File: src/rtl/gpio_pkg.sv
package gpio_pkg;

    localparam int BYTE_W = 8;

    // register select code taken from bus_addr[3:2]
    typedef enum logic [1:0] {
        REG_EN   = 2'd0,
        REG_DIR  = 2'd1,
        REG_LVL  = 2'd2,
        REG_NONE = 2'd3
    } gpio_reg_e;

endpackage

File: src/rtl/gpio_sync.sv
module gpio_sync #(
    parameter int W = 8
) (
    input  logic         clk,
    input  logic         rst_n,
    input  logic [W-1:0] d,
    output logic [W-1:0] q
);

    logic [W-1:0] meta_q;

    always_ff @(posedge clk or negedge rst_n) begin
        if (!rst_n) begin
            meta_q <= '0;
            q      <= '0;
        end else begin
            meta_q <= d;
            q      <= meta_q;
        end
    end

endmodule

File: src/rtl/gpio_bank.sv
module gpio_bank
    import gpio_pkg::*;
#(
    parameter int               NPINS    = 10,
    parameter int               IDX_W    = 2,
    parameter logic [NPINS-1:0] RST_EN   = '0,
    parameter logic [NPINS-1:0] RSV_MASK = '0
) (
    input  logic              clk,
    input  logic              rst_n,
    input  logic              sel,
    input  gpio_reg_e         reg_sel,
    input  logic [IDX_W-1:0]  byte_idx,
    input  logic              wr,
    input  logic [BYTE_W-1:0] wdata,
    input  logic [NPINS-1:0]  pad_in,
    output logic [BYTE_W-1:0] rd_byte,
    output logic [NPINS-1:0]  pad_out,
    output logic [NPINS-1:0]  pad_oe
);

    localparam int NBYTES = (NPINS + BYTE_W - 1) / BYTE_W;
    localparam int PADDED = NBYTES * BYTE_W;

    logic [NPINS-1:0]  en_q;
    logic [NPINS-1:0]  dir_q;
    logic [NPINS-1:0]  lvl_q;
    logic [NPINS-1:0]  in_sync;
    logic [PADDED-1:0] en_p;
    logic [PADDED-1:0] dir_p;
    logic [PADDED-1:0] in_p;
    logic              unused_wdata;

    assign unused_wdata = ^wdata;

    gpio_sync #(.W(NPINS)) u_sync (
        .clk   (clk),
        .rst_n (rst_n),
        .d     (pad_in),
        .q     (in_sync)
    );

    // register writes; level bits only move on output pins
    always_ff @(posedge clk or negedge rst_n) begin
        if (!rst_n) begin
            en_q  <= RST_EN & ~RSV_MASK;
            dir_q <= '1;
            lvl_q <= '0;
        end else if (sel && wr) begin
            for (int n = 0; n < NPINS; n++) begin
                if (byte_idx == IDX_W'(n / BYTE_W)) begin
                    unique case (reg_sel)
                        REG_EN:  en_q[n]  <= wdata[n % BYTE_W] & ~RSV_MASK[n];
                        REG_DIR: dir_q[n] <= wdata[n % BYTE_W];
                        REG_LVL: if (!dir_q[n]) lvl_q[n] <= wdata[n % BYTE_W];
                        default: ;
                    endcase
                end
            end
        end
    end

    // read byte mux, padded bits and unmapped bytes are zero
    always_comb begin
        en_p  = '0;
        dir_p = '0;
        in_p  = '0;
        en_p[NPINS-1:0]  = en_q;
        dir_p[NPINS-1:0] = dir_q;
        in_p[NPINS-1:0]  = in_sync;
        rd_byte = '0;
        if (sel) begin
            for (int b = 0; b < NBYTES; b++) begin
                if (byte_idx == IDX_W'(b)) begin
                    unique case (reg_sel)
                        REG_EN:  rd_byte = en_p[b*BYTE_W +: BYTE_W];
                        REG_DIR: rd_byte = dir_p[b*BYTE_W +: BYTE_W];
                        REG_LVL: rd_byte = in_p[b*BYTE_W +: BYTE_W];
                        default: rd_byte = '0;
                    endcase
                end
            end
        end
    end

    assign pad_oe  = en_q & ~dir_q & ~RSV_MASK;
    assign pad_out = lvl_q;

endmodule

File: src/rtl/gpio_dual_bank.sv
module gpio_dual_bank
    import gpio_pkg::*;
#(
    parameter int                   CORE_PINS   = 10,
    parameter int                   RSM_PINS    = 4,
    parameter logic [CORE_PINS-1:0] CORE_RST_EN = 10'h07F,
    parameter logic [CORE_PINS-1:0] CORE_RSV    = 10'h080,
    parameter logic [RSM_PINS-1:0]  RSM_RST_EN  = 4'h7
) (
    input  logic                 clk,
    input  logic                 rst_n,
    input  logic [5:0]           bus_addr,
    input  logic                 bus_wr,
    input  logic [7:0]           bus_wdata,
    input  logic                 bus_rd,
    output logic [7:0]           bus_rdata,
    input  logic [CORE_PINS-1:0] core_pad_in,
    output logic [CORE_PINS-1:0] core_pad_out,
    output logic [CORE_PINS-1:0] core_pad_oe,
    input  logic [RSM_PINS-1:0]  rsm_pad_in,
    output logic [RSM_PINS-1:0]  rsm_pad_out,
    output logic [RSM_PINS-1:0]  rsm_pad_oe
);

    localparam int IDX_W = 2;

    logic        core_sel;
    logic        rsm_sel;
    gpio_reg_e   reg_sel;
    logic [IDX_W-1:0] byte_idx;
    logic [7:0]  core_rd;
    logic [7:0]  rsm_rd;

    assign core_sel = (bus_addr[5:4] == 2'b00);
    assign rsm_sel  = (bus_addr[5:4] == 2'b10);
    assign reg_sel  = gpio_reg_e'(bus_addr[3:2]);
    assign byte_idx = bus_addr[IDX_W-1:0];

    gpio_bank #(
        .NPINS    (CORE_PINS),
        .IDX_W    (IDX_W),
        .RST_EN   (CORE_RST_EN),
        .RSV_MASK (CORE_RSV)
    ) u_core (
        .clk      (clk),
        .rst_n    (rst_n),
        .sel      (core_sel),
        .reg_sel  (reg_sel),
        .byte_idx (byte_idx),
        .wr       (bus_wr),
        .wdata    (bus_wdata),
        .pad_in   (core_pad_in),
        .rd_byte  (core_rd),
        .pad_out  (core_pad_out),
        .pad_oe   (core_pad_oe)
    );

    gpio_bank #(
        .NPINS    (RSM_PINS),
        .IDX_W    (IDX_W),
        .RST_EN   (RSM_RST_EN),
        .RSV_MASK ('0)
    ) u_rsm (
        .clk      (clk),
        .rst_n    (rst_n),
        .sel      (rsm_sel),
        .reg_sel  (reg_sel),
        .byte_idx (byte_idx),
        .wr       (bus_wr),
        .wdata    (bus_wdata),
        .pad_in   (rsm_pad_in),
        .rd_byte  (rsm_rd),
        .pad_out  (rsm_pad_out),
        .pad_oe   (rsm_pad_oe)
    );

    always_ff @(posedge clk or negedge rst_n) begin
        if (!rst_n) begin
            bus_rdata <= '0;
        end else if (bus_rd) begin
            bus_rdata <= core_rd | rsm_rd;
        end
    end

endmodule

File: config.mk
export PLATFORM = sky130hd
export DESIGN_NAME = gpio_dual_bank
export DESIGN_NICKNAME = d
export VERILOG_FILES = /design/src/rtl/gpio_pkg.sv /design/src/rtl/gpio_sync.sv /design/src/rtl/gpio_bank.sv /design/src/rtl/gpio_dual_bank.sv
export SDC_FILE = /design/constraint.sdc
export NUM_CORES = 1
export LEC_CHECK = 0
export ABC_AREA = 0
export BUFFER_PORTS_ARGS = -buffer_cell sky130_fd_sc_hd__buf_2
export CORE_ASPECT_RATIO = 1.5
export CORE_MARGIN = 2
export CORE_UTILIZATION = 58
export CTS_CLUSTER_SIZE = 20
export DETAILED_ROUTE_END_ITERATION = 10
export GPL_TIMING_DRIVEN = 0
export PLACE_DENSITY = 0.84
export SYNTH_ARGS = -nofsm -noshare
export SYNTH_HDL_FRONTEND = slang
export SYNTH_SLANG_ARGS = --single-unit
File: constraint.sdc
create_clock -name clk -period 2.4 [get_ports clk]
set_clock_uncertainty 0.15 [all_clocks]
set_input_delay 0.24 -clock clk [delete_from_list [all_inputs] [get_ports clk]]
set_output_delay 0.24 -clock clk [all_outputs]
set_load 0.01 [all_outputs]
==> impl_metrics.py, run 1 <==
metrics = {
    "run_status": {
        "status": "complete, no violations",
    },
    "synth": {
        "ys_ff_latch": 77,
        "synth_nets": 269,
        "seq_area_frac_synth": 0.6226,
        "synth_cells": 237,
        "syn_area_per_cell_sq_um": 13.26,
        "ys_warn_count": 0,
        "synthesis.area_sq_mm": 0.003143,
        "synth_edf_count": 0,
        "ys_types": 34,
        "async_reset_ff_frac": 1.000,
        "synth-main-ff-cell": "dfrtp_1",
    },
    "finish": {
        "seq_area_sq_mm": 0.001957,
        "fin_util": 0.7623,
        "multi_input_area_sq_mm": 0.001111,
        "fillers": 344,
        "n_antenna_cell": 0,
        "layout.nets": 362,
        "drive_above_1_share": 0.4627,
        "area_growth_pct": 26.23,
    },
    "drt": {
        "ant_nets": 0,
        "vias_per_cell": 5.382,
        "drc_errors": 0,
        "vias": 2169,
        "firstDrtPassIters": 4,
        "drt_iter0_markers": 93,
        "wl_per_cell_um": 16.87,
        "wl_um": 6799,
    },
    "floorplanning": {
        "num_io_pins": 68,
        "die-height_um": 94.16,
        "row_count": 32,
        "die_w_um": 64.11,
        "initial_core_util": 0.6038,
        "dieArea_sq_mm": 0.006036,
        "core_area_sq_mm": 0.005205,
    },
    "timing": {
        "max_freq_ghz": 0.6321,
        "tightest_slew_ns": 0.9147,
        "maxSlewViolCount": 0,
        "setup_viol_count_final": 0,
        "relSlewSlack": 0.3902,
        "fin_crit_sh": 0.6592,
        "tns_ns": 0,
        "final_hold_viol_count": 0,
        "grt_setup_unrepaired": "no",
        "period_needed_ns": 1.582,
    },
    "clock_tree": {
        "clk_pin_slew_worst_paths_ns": 0.08,
        "cts.sinks": 77,
        "cts_tree": "done",
        "htreeDepth": 3,
        "postCtsSetupBuffers": 0,
        "cts_buffers": 9,
        "cts_resized": 0,
        "clock_path_buffers": 2,
        "clk_latency_ns": 0.35,
        "root_buffer": "clkbuf_8",
    },
    "global_routing": {
        "track_usage": 0.2573,
        "grt_pass1_vias": 2291,
        "globalRouteOverflowTotal": 0,
        "antenna_found_initial": 0,
        "grt_pass1_wl_um": 11260,
        "grt_max_degree": 78,
    },
    "setup_path": {
        "cp_slowest_cell": "dfstp_2",
        "crit_chain": "nor2b_1, buf_2",
        "r2r_cells": 2,
        "crit_family": "flip-flops",
        "worst-path-stages": 2,
        "required_ns": 2.01,
        "crit_type": "flop to primary output",
        "timing.critical_path.buf_inv": 1,
        "cp-end-kind": "primary output",
        "critPathLaunchType": "flop",
        "cpPeakStageDelay_ns": 0.54,
        "cp_data_arrival_time_ns": 1.19,
        "worstPathMaxFanout": 3,
    },
    "power": {
        "p_int_mw": 2.277,
        "clkPwrFrac": 0.368,
        "swShare": 0.2505,
        "power_frac_comb": 0.129,
        "peakVddDrop_v": 0.0005209,
        "power.leakage_nw": 1.947,
        "power_frac_seq": 0.503,
        "p_per_area_mw_per_mm2": 765.6,
        "p_sw_mw": 0.7608,
    },
    "placed_design": {
        "port_buffers": 63,
        "hpwlAfterDp_um": 4401,
        "gp_congestion": 0.8078,
    },
    "job": {
        "drv_cap": 0,
    },
    "hold_path": {
        "hold_class": "input pin to flop",
        "min_path_cells": 2,
    },
}
through the flow:
| stage | std cells | area (sq um) | setup WS (ns) | total power [mW] | hold slack, ns |
|---|---|---|---|---|---|
| floorplan | 237 | 3143 | 0.9226 | 1.745 | -0.2056 |
| global placement | 368 | 3543 | 0.5420 | 1.902 | 0.1824 |
| detailed placement | 368 | 3546 | 0.6463 | 1.921 | 0.1855 |
| CTS | 402 | 3958 | 0.7914 | 3.045 | 0.001823 |
| global route | 403 | 3968 | 0.7547 | 3.166 | 0.06107 |
| finish | 403 | 3968 | 0.8179 | 3.038 | 0.06401 |
worst paths after layout:
kind | slack (ns) | to | from
setup / recovery | 0.82 | core_pad_oe[3] | u_core.en_q[3]
hold / removal | 0.06 | u_core.dir_q[3] | bus_wdata[3]
setup reg to reg | 1.11 | u_core.pad_out[8] | u_core.dir_q[8]
hold reg to reg | 0.20 | u_core.u_sync.q[7] | u_core.u_sync.meta_q[7]
max in group asynchronous | 1.09 | u_core.pad_out[8] | rst_n
min in group asynchronous | 0.40 | u_core.u_sync.q[6] | rst_n
synthesized netlist by cell type, drive strengths merged (2+ instances only):
cell type,count,share of area
dfrtp,53,0.42
mux2,41,0.15
nor2,26,0.033
dfstp,24,0.20
nor2b,15,0.032
mux2i,13,0.041
inv,9,0.011
a21oi,7,0.011
buf,6,0.012
o221ai,5,0.014
nand2,4,0.0064
nand4,4,0.010
o22ai,4,0.0080
and3,3,0.0060
nand3,3,0.0048
o211ai,3,0.0072
a21o,2,0.0048
and2,2,0.0040
and2b,2,0.0048
nor3,2,0.0032
o21ai,2,0.0032
placed cells by master, fill, tap and decap left out, types with 4 or more instances in the layout:
cell type,count
nor2b_1,14
o22ai_1,4
buf_2,65
mux2_2,40
mux2i_1,13
dlygate4sd3_1,19
buf_4,4
o221ai_1,5
a21oi_1,7
dfrtp_1,53
clkbuf_8,10
inv_1,9
nor2_1,24
dfstp_2,24
cells by family after synthesis:
logic type | share of synthesized area
flip-flops | 0.6226
buffers and inverters | 0.02388
other | 0.001193
AND/OR/NAND/NOR | 0.1111
multiplexers | 0.1883
AO/OA/AOI/OAI | 0.05294
area by class of cell:
type | instances | area share
Clock inverter | 6 | 0.02365
Multi-Input combinational cell | 144 | 0.2800
Inverter | 9 | 0.008515
Clock buffer | 10 | 0.03469
Timing Repair Buffer | 82 | 0.1280
Sequential cell | 77 | 0.4932
Tap cell | 68 | 0.02144
Buffer | 7 | 0.01041
routing by layer:
metal,up-vias,GRT usage,part of all wire
li1,1007,-,-
met1,1070,0.2736,0.36
met2,66,0.4644,0.56
met3,26,0.06954,0.040
met4,0,0.1241,0.039
met5,-,0,0
flip-flops by register name, summed over array words and instances (netlist names):
| name | cells |
|---|---|
| bus_rdata | 8 |
| u_core.u_sync.q | 10 |
| u_rsm.en_q | 4 |
| u_core.dir_q | 10 |
| u_rsm.u_sync.q | 4 |
| u_rsm.u_sync.meta_q | 4 |
| u_rsm.pad_out | 4 |
| u_core.pad_out | 10 |
| u_rsm.dir_q | 4 |
| u_core.u_sync.meta_q | 10 |
| u_core.en_q | 9 |
power by group through the flow:
stage	logic, mW	clock network (mW)	registers [mW]
3_3_place_gp	0.359	0	1.54
6_report	0.391	1.12	1.53
5_1_grt	0.433	1.19	1.55
4_1_cts	0.394	1.12	1.53
3_5_place_dp	0.369	0	1.55
2_1_floorplan	0.195	0	1.55
timing repair:
item	CTS	global route
endpoints found under the setup margin	0	0
hold buffers	18	1
hold endpoints to repair	72	1
Power figures use the tool's default switching activity.
==> run 2: changes to the inputs <==
--- a/config.mk
+++ b/config.mk
@@ -9,11 +9,11 @@
 export BUFFER_PORTS_ARGS = -buffer_cell sky130_fd_sc_hd__buf_2
 export CORE_ASPECT_RATIO = 1.5
 export CORE_MARGIN = 2
-export CORE_UTILIZATION = 58
+export CORE_UTILIZATION = 54
 export CTS_CLUSTER_SIZE = 20
 export DETAILED_ROUTE_END_ITERATION = 10
 export GPL_TIMING_DRIVEN = 0
-export PLACE_DENSITY = 0.84
+export PLACE_DENSITY = 0.79
 export SYNTH_ARGS = -nofsm -noshare
 export SYNTH_HDL_FRONTEND = slang
 export SYNTH_SLANG_ARGS = --single-unit
==> constraint.sdc (replaced) <==
create_clock -name clk -period 1.5 [get_ports clk]
set_clock_uncertainty 0.15 [all_clocks]
set_input_delay 0.15 -clock clk [delete_from_list [all_inputs] [get_ports clk]]
set_output_delay 0.15 -clock clk [all_outputs]
set_load 0.01 [all_outputs]
==> run 2 against run 1 <==
Compared with the run above: the flow now finishes with violations (negative setup slack); global-route usage down 2.7 points; wire length up 1.4%; sequential cell count unchanged; non-clock buffer count up 6; largest cell class unchanged; critical path type unchanged; utilization down 4.3 points; clock-buffer cell count unchanged; highest routed layer unchanged; sequential share of layout area down 1.6 points.
==> impl_metrics.py, run 2 (synthesized netlist as in run 1, its figures left out) <==
metrics = {
    "run_status": {
        "status": "complete, but fails checks",
        "failed_checks": "negative setup slack",
    },
    "floorplanning": {
        "die-height_um": 97.44,
        "core_area_sq_mm": 0.005700,
        "num_io_pins": 68,
        "initial_core_util": 0.5514,
        "die_w_um": 66.29,
        "dieArea_sq_mm": 0.006459,
        "row_count": 34,
    },
    "global_routing": {
        "globalRouteOverflowTotal": 0,
        "track_usage": 0.2306,
        "antenna_found_initial": 0,
        "grt_max_degree": 78,
        "grt_pass1_wl_um": 10870,
        "grt_pass1_vias": 2248,
    },
    "finish": {
        "final_cell_area_sq_mm": 0.004100,
        "n_antenna_cell": 0,
        "fillers": 404,
        "area_growth_pct": 30.45,
        "drive_above_1_share": 0.4927,
        "final_common_cell": "buf_2",
        "most-common-layout-cells": "buf_2, dfrtp_1, mux2_2, nor2_1, dfstp_2",
        "layout.nets": 368,
    },
    "power": {
        "peakVddDrop_v": 0.0008483,
        "p_per_area_mw_per_mm2": 1205,
        "power.leakage_nw": 1.991,
    },
    "placed_design": {
        "placed_area_sq_mm": 0.003551,
        "hpwlAfterDp_um": 4465,
        "port_buffers": 63,
        "post-place-ws_ns": -0.2128,
        "gp_congestion": 0.8515,
    },
    "timing": {
        "final_hold_viol_count": 0,
        "fin_crit_sh": 1.003,
        "max_freq_ghz": 0.6646,
        "period_needed_ns": 1.505,
        "relSlewSlack": 0.3832,
        "maxSlewViolCount": 0,
        "fin_ws_ns": -0.004761,
        "setup_viol_count_final": 1,
        "tightest_slew_ns": 0.9252,
    },
    "setup_path": {
        "cp_data_arrival_time_ns": 1.20,
        "r2r_cells": 5,
        "critPathLaunchType": "flop",
        "required_ns": 1.20,
        "r2r_setup_slack_ns": 0.18,
        "cp-end-kind": "primary output",
        "worstPathMaxFanout": 2,
        "crit_type": "flop to primary output",
        "cp_slowest_cell": "dfstp_2",
        "r2r-end": "bus_rdata[2]",
        "crit_chain": "nor2b_4, buf_6",
        "cpPeakStageDelay_ns": 0.56,
        "reg2reg_from": "u_core.en_q[2]",
        "crit_start": "u_core.en_q[2]",
    },
    "drt": {
        "drc_errors": 0,
        "vias_per_cell": 5.324,
        "drt_iter0_markers": 135,
        "firstDrtPassIters": 4,
        "wl_um": 6895,
        "ant_nets": 0,
        "vias": 2199,
        "wl_per_cell_um": 16.69,
    },
    "hold_path": {
        "min_path_cells": 2,
        "worst_hold_path.endpoint": "u_core.en_q[8]",
        "min-delay-start": "bus_wdata[0]",
        "hold_class": "input pin to flop",
    },
    "clock_tree": {
        "clk_latency_ns": 0.36,
        "htreeDepth": 3,
        "clock_path_buffers": 2,
        "root_buffer": "clkbuf_8",
        "clk_pin_slew_worst_paths_ns": 0.08,
        "cts.sinks": 77,
        "cts_tree": "done",
        "cts_buffers": 9,
    },
    "job": {
        "drv_cap": 0,
    },
}
==> run 2: changes by cell type in the layout (fill, tap and decap cells not counted) <==
cell,change
nor2b_1,-9
nor2b_4,+6
buf_2,-3
buf_4,+3
buf_6,+3
dlygate4sd3_1,+3
nor2b_2,+3
a21boi_0,-1
a21boi_2,+1
==> run 2: power by group <==
group	total, mW	switching (mW)	internal [mW]	leakage, nW
combinational	0.692	0.321	0.371	0.965
clock	1.78	0.784	0.996	0.113
sequential	2.47	0.139	2.33	0.913
total	4.94	1.24	3.70	1.99
==> run 2: metrics by stage <==
step                utilization  cells   TNS [ns]  total power [mW]  hold WS (ns)
floorplan                     -    237          0             2.792       -0.2956
global placement         0.6225    372     -16.12             3.047        0.1081
detailed placement       0.6229    372     -2.300             3.074        0.1093
CTS                      0.7039    410          0             4.891      0.009825
global route             0.7193    413   -0.04833             5.147       0.02284
finish                   0.7193    413  -0.004761             4.942       0.01071
==> run 2: final cells by class <==
type / count / area [sq um] / share of cell area
Sequential cell: 77 / 1957 / 0.4773
Clock inverter: 6 / 93.84 / 0.02289
Clock buffer: 10 / 137.6 / 0.03357
Tap cell: 72 / 90.09 / 0.02197
Buffer: 7 / 41.29 / 0.01007
Inverter: 9 / 33.78 / 0.008239
Multi-Input combinational cell: 144 / 1167 / 0.2847
Timing Repair Buffer: 88 / 579.3 / 0.1413
==> run 2: worst max path at each step <==
stage	end	slack [ns]	cells past startpoint
floorplan	u_core.pad_out[0]	0.11	5
global placement	u_rsm.pad_out[1]	-0.27	1
detailed placement	u_core.pad_out[7]	-0.21	5
CTS	rsm_pad_oe[0]	0.01	2
global route	core_pad_oe[2]	-0.03	2
finish	core_pad_oe[2]	-0.005	2
==> run 2: critical path: cells and delay by family (launching register included) <==
family        cells  cell delay (ns)
buf+inv           1             0.12
simple gates      1             0.18
flops             1             0.56
==> run 2: routing by layer <==
| layer | track usage | vias to the layer above | routed length, um |
|---|---|---|---|
| li1 | - | 1022 | - |
| met2 | 0.3992 | 55 | 3846 |
| met1 | 0.2673 | 1104 | 2602 |
| met4 | 0.1193 | 0 | 219 |
| met5 | 0 | - | 0 |
| met3 | 0.03592 | 18 | 227 |
==> run 2: what timing repair did <==
action                     in CTS  in global routing
cloned                          0                  0
hold buffers                   22                  0
setup buffers                   0                  3
hold endpoints to repair       93                  0
resized for setup               4                 15
setup endpoints to repair       4                 13
==> run 3: changes to the inputs <==
--- a/config.mk
+++ b/config.mk
@@ -13,6 +13,7 @@
 export CTS_CLUSTER_SIZE = 20
 export DETAILED_ROUTE_END_ITERATION = 10
 export GPL_TIMING_DRIVEN = 0
+export MAX_ROUTING_LAYER = met4
 export PLACE_DENSITY = 0.79
 export SYNTH_ARGS = -nofsm -noshare
 export SYNTH_HDL_FRONTEND = slang
==> run 3 against run 2 <==
Compared with the run above: the run still ends with negative setup slack left; worst hold slack gained 0.0085 ns; total power is 0.24% lower; sequential power about the same; utilization down 0.13 points; non-clock buffer count is 1 lower; fmax grew 0.10%; clock power about the same; largest cell class unchanged.
==> impl_metrics.py, run 3 (synthesized netlist as in run 1, its figures left out) <==
metrics = {
    "run_status": {
        "status": "complete, but fails checks",
        "failed_checks": "negative setup slack",
    },
    "timing": {
        "relSlewSlack": 0.3913,
        "period_needed_ns": 1.503,
        "tightest_slew_ns": 0.9130,
        "final_hold_viol_count": 0,
        "fin_crit_sh": 1.002,
        "holdWs_ns": 0.01922,
        "max_freq_ghz": 0.6653,
        "maxSlewViolCount": 0,
        "setup_viol_count_final": 1,
        "fin_ws_ns": -0.003190,
    },
    "global_routing": {
        "grt_max_degree": 78,
        "globalRouteOverflowTotal": 0,
        "antenna_found_initial": 0,
        "track_usage": 0.2370,
        "grt_pass1_vias": 2245,
        "grt_pass1_wl_um": 10850,
    },
    "placed_design": {
        "hpwlAfterDp_um": 4465,
        "placed_area_sq_mm": 0.003551,
        "gp_congestion": 0.8650,
        "post-place-ws_ns": -0.2128,
        "dpl.cell_count": 372,
        "port_buffers": 63,
    },
    "floorplanning": {
        "die_w_um": 66.29,
        "dieArea_sq_mm": 0.006459,
        "num_io_pins": 68,
        "core_area_sq_mm": 0.005700,
        "row_count": 34,
        "initial_core_util": 0.5514,
        "die-height_um": 97.44,
    },
    "setup_path": {
        "r2r_setup_slack_ns": 0.18,
        "crit_chain": "nor2b_4, buf_6",
        "crit_family": "flip-flops",
        "cp_slowest_cell": "dfstp_2",
        "cpPeakStageDelay_ns": 0.56,
        "r2r_cells": 5,
        "timing.critical_path.buf_inv": 1,
        "crit_type": "flop to primary output",
        "cp_data_arrival_time_ns": 1.20,
        "worstPathMaxFanout": 2,
        "cp-end-kind": "primary output",
        "required_ns": 1.20,
        "critPathLaunchType": "flop",
        "worst-path-stages": 2,
    },
    "clock_tree": {
        "cts_buffers": 9,
        "cts_tree": "done",
        "clk_latency_ns": 0.35,
        "root_buffer": "clkbuf_8",
        "clock_path_buffers": 2,
        "cts.sinks": 77,
        "htreeDepth": 3,
        "clk_pin_slew_worst_paths_ns": 0.08,
    },
    "drt": {
        "drt_iter0_markers": 142,
        "firstDrtPassIters": 6,
        "wl_per_cell_um": 16.51,
        "vias": 2232,
        "vias_per_cell": 5.417,
        "drc_errors": 0,
        "wl_um": 6804,
        "ant_nets": 0,
    },
    "finish": {
        "drive_above_1_share": 0.4912,
        "final_cell_area_sq_mm": 0.004093,
        "area_growth_pct": 30.22,
        "most-common-layout-cells": "buf_2, dfrtp_1, mux2_2, nor2_1, dfstp_2",
        "n_antenna_cell": 0,
        "final_common_cell": "buf_2",
        "layout.nets": 367,
        "layoutNonFillerInstCount": 412,
        "fin_util": 0.7180,
    },
    "job": {
        "drv_cap": 0,
    },
    "power": {
        "peakVddDrop_v": 0.0008474,
        "power.leakage_nw": 1.986,
        "p_per_area_mw_per_mm2": 1205,
    },
    "hold_path": {
        "hold_class": "input pin to flop",
        "min_path_cells": 2,
    },
}
run 3: changes by cell type in the layout (fill, tap and decap cells not counted), sizes merged:
| cell | delta |
|---|---|
| buf | -1 |
run 3: worst register-to-register path, cell delays in order, from the launching register on:
cell and delay (ns):
dfstp_2 0.56, buf_4 0.11, mux2i_1 0.08, nor2_1 0.12, a21oi_1 0.05, o221ai_1 0.16
run 3: metal layers:
| layer | part of all wire | GRT usage |
|---|---|---|
| met2 | 0.56 | 0.3969 |
| met3 | 0.037 | 0.03476 |
| met4 | 0.028 | 0.1240 |
| met5 | 0 | - |
| met1 | 0.37 | 0.2681 |
run 3: timing repair:
| action | CTS | global route |
|---|---|---|
| setup endpoints to repair | 4 | 13 |
| resized for setup | 4 | 15 |
| endpoints found under the hold margin | 93 | 0 |
| hold buffers | 22 | 0 |
| buffers inserted | 0 | 2 |
| gates cloned | 0 | 0 |
run 3: stage by stage:
| step | setup TNS, ns | total power [mW] |
|---|---|---|
| 2_1_floorplan | 0 | 2.792 |
| 4_1_cts | 0 | 4.891 |
| 3_5_place_dp | -2.300 | 3.074 |
| 3_3_place_gp | -16.12 | 3.047 |
| 5_1_grt | -0.04618 | 5.142 |
| 6_report | -0.003190 | 4.930 |
run 3: path summary, 6_finish.rpt:
check,startpoint,end
worst max-delay path,u_core.en_q[2],core_pad_oe[2]
worst min-delay path,bus_wdata[1],u_core.en_q[9]
worst max register to register,u_core.en_q[2],bus_rdata[2]
worst min register to register,u_core.u_sync.meta_q[5],u_core.u_sync.q[5]
max in group asynchronous,rst_n,u_rsm.pad_out[3]
min in group asynchronous,rst_n,u_core.u_sync.meta_q[4]
run 3: layout make-up:
type                    count  area (sq um)
repair buffers             87         571.8
fillers                   406          1608
clock buffers              10         137.6
well taps                  72         90.09
flip-flops and latches     77          1957
clock inverters             6         93.84
plain buffers               7         41.29
inverters                   9         33.78
multi-input cells         144          1167
run 3: power by group:
part | internal, mW | total (mW) | switching (mW)
Clock | 0.996 | 1.78 | 0.779
Combinational | 0.367 | 0.686 | 0.319
Sequential | 2.33 | 2.47 | 0.138
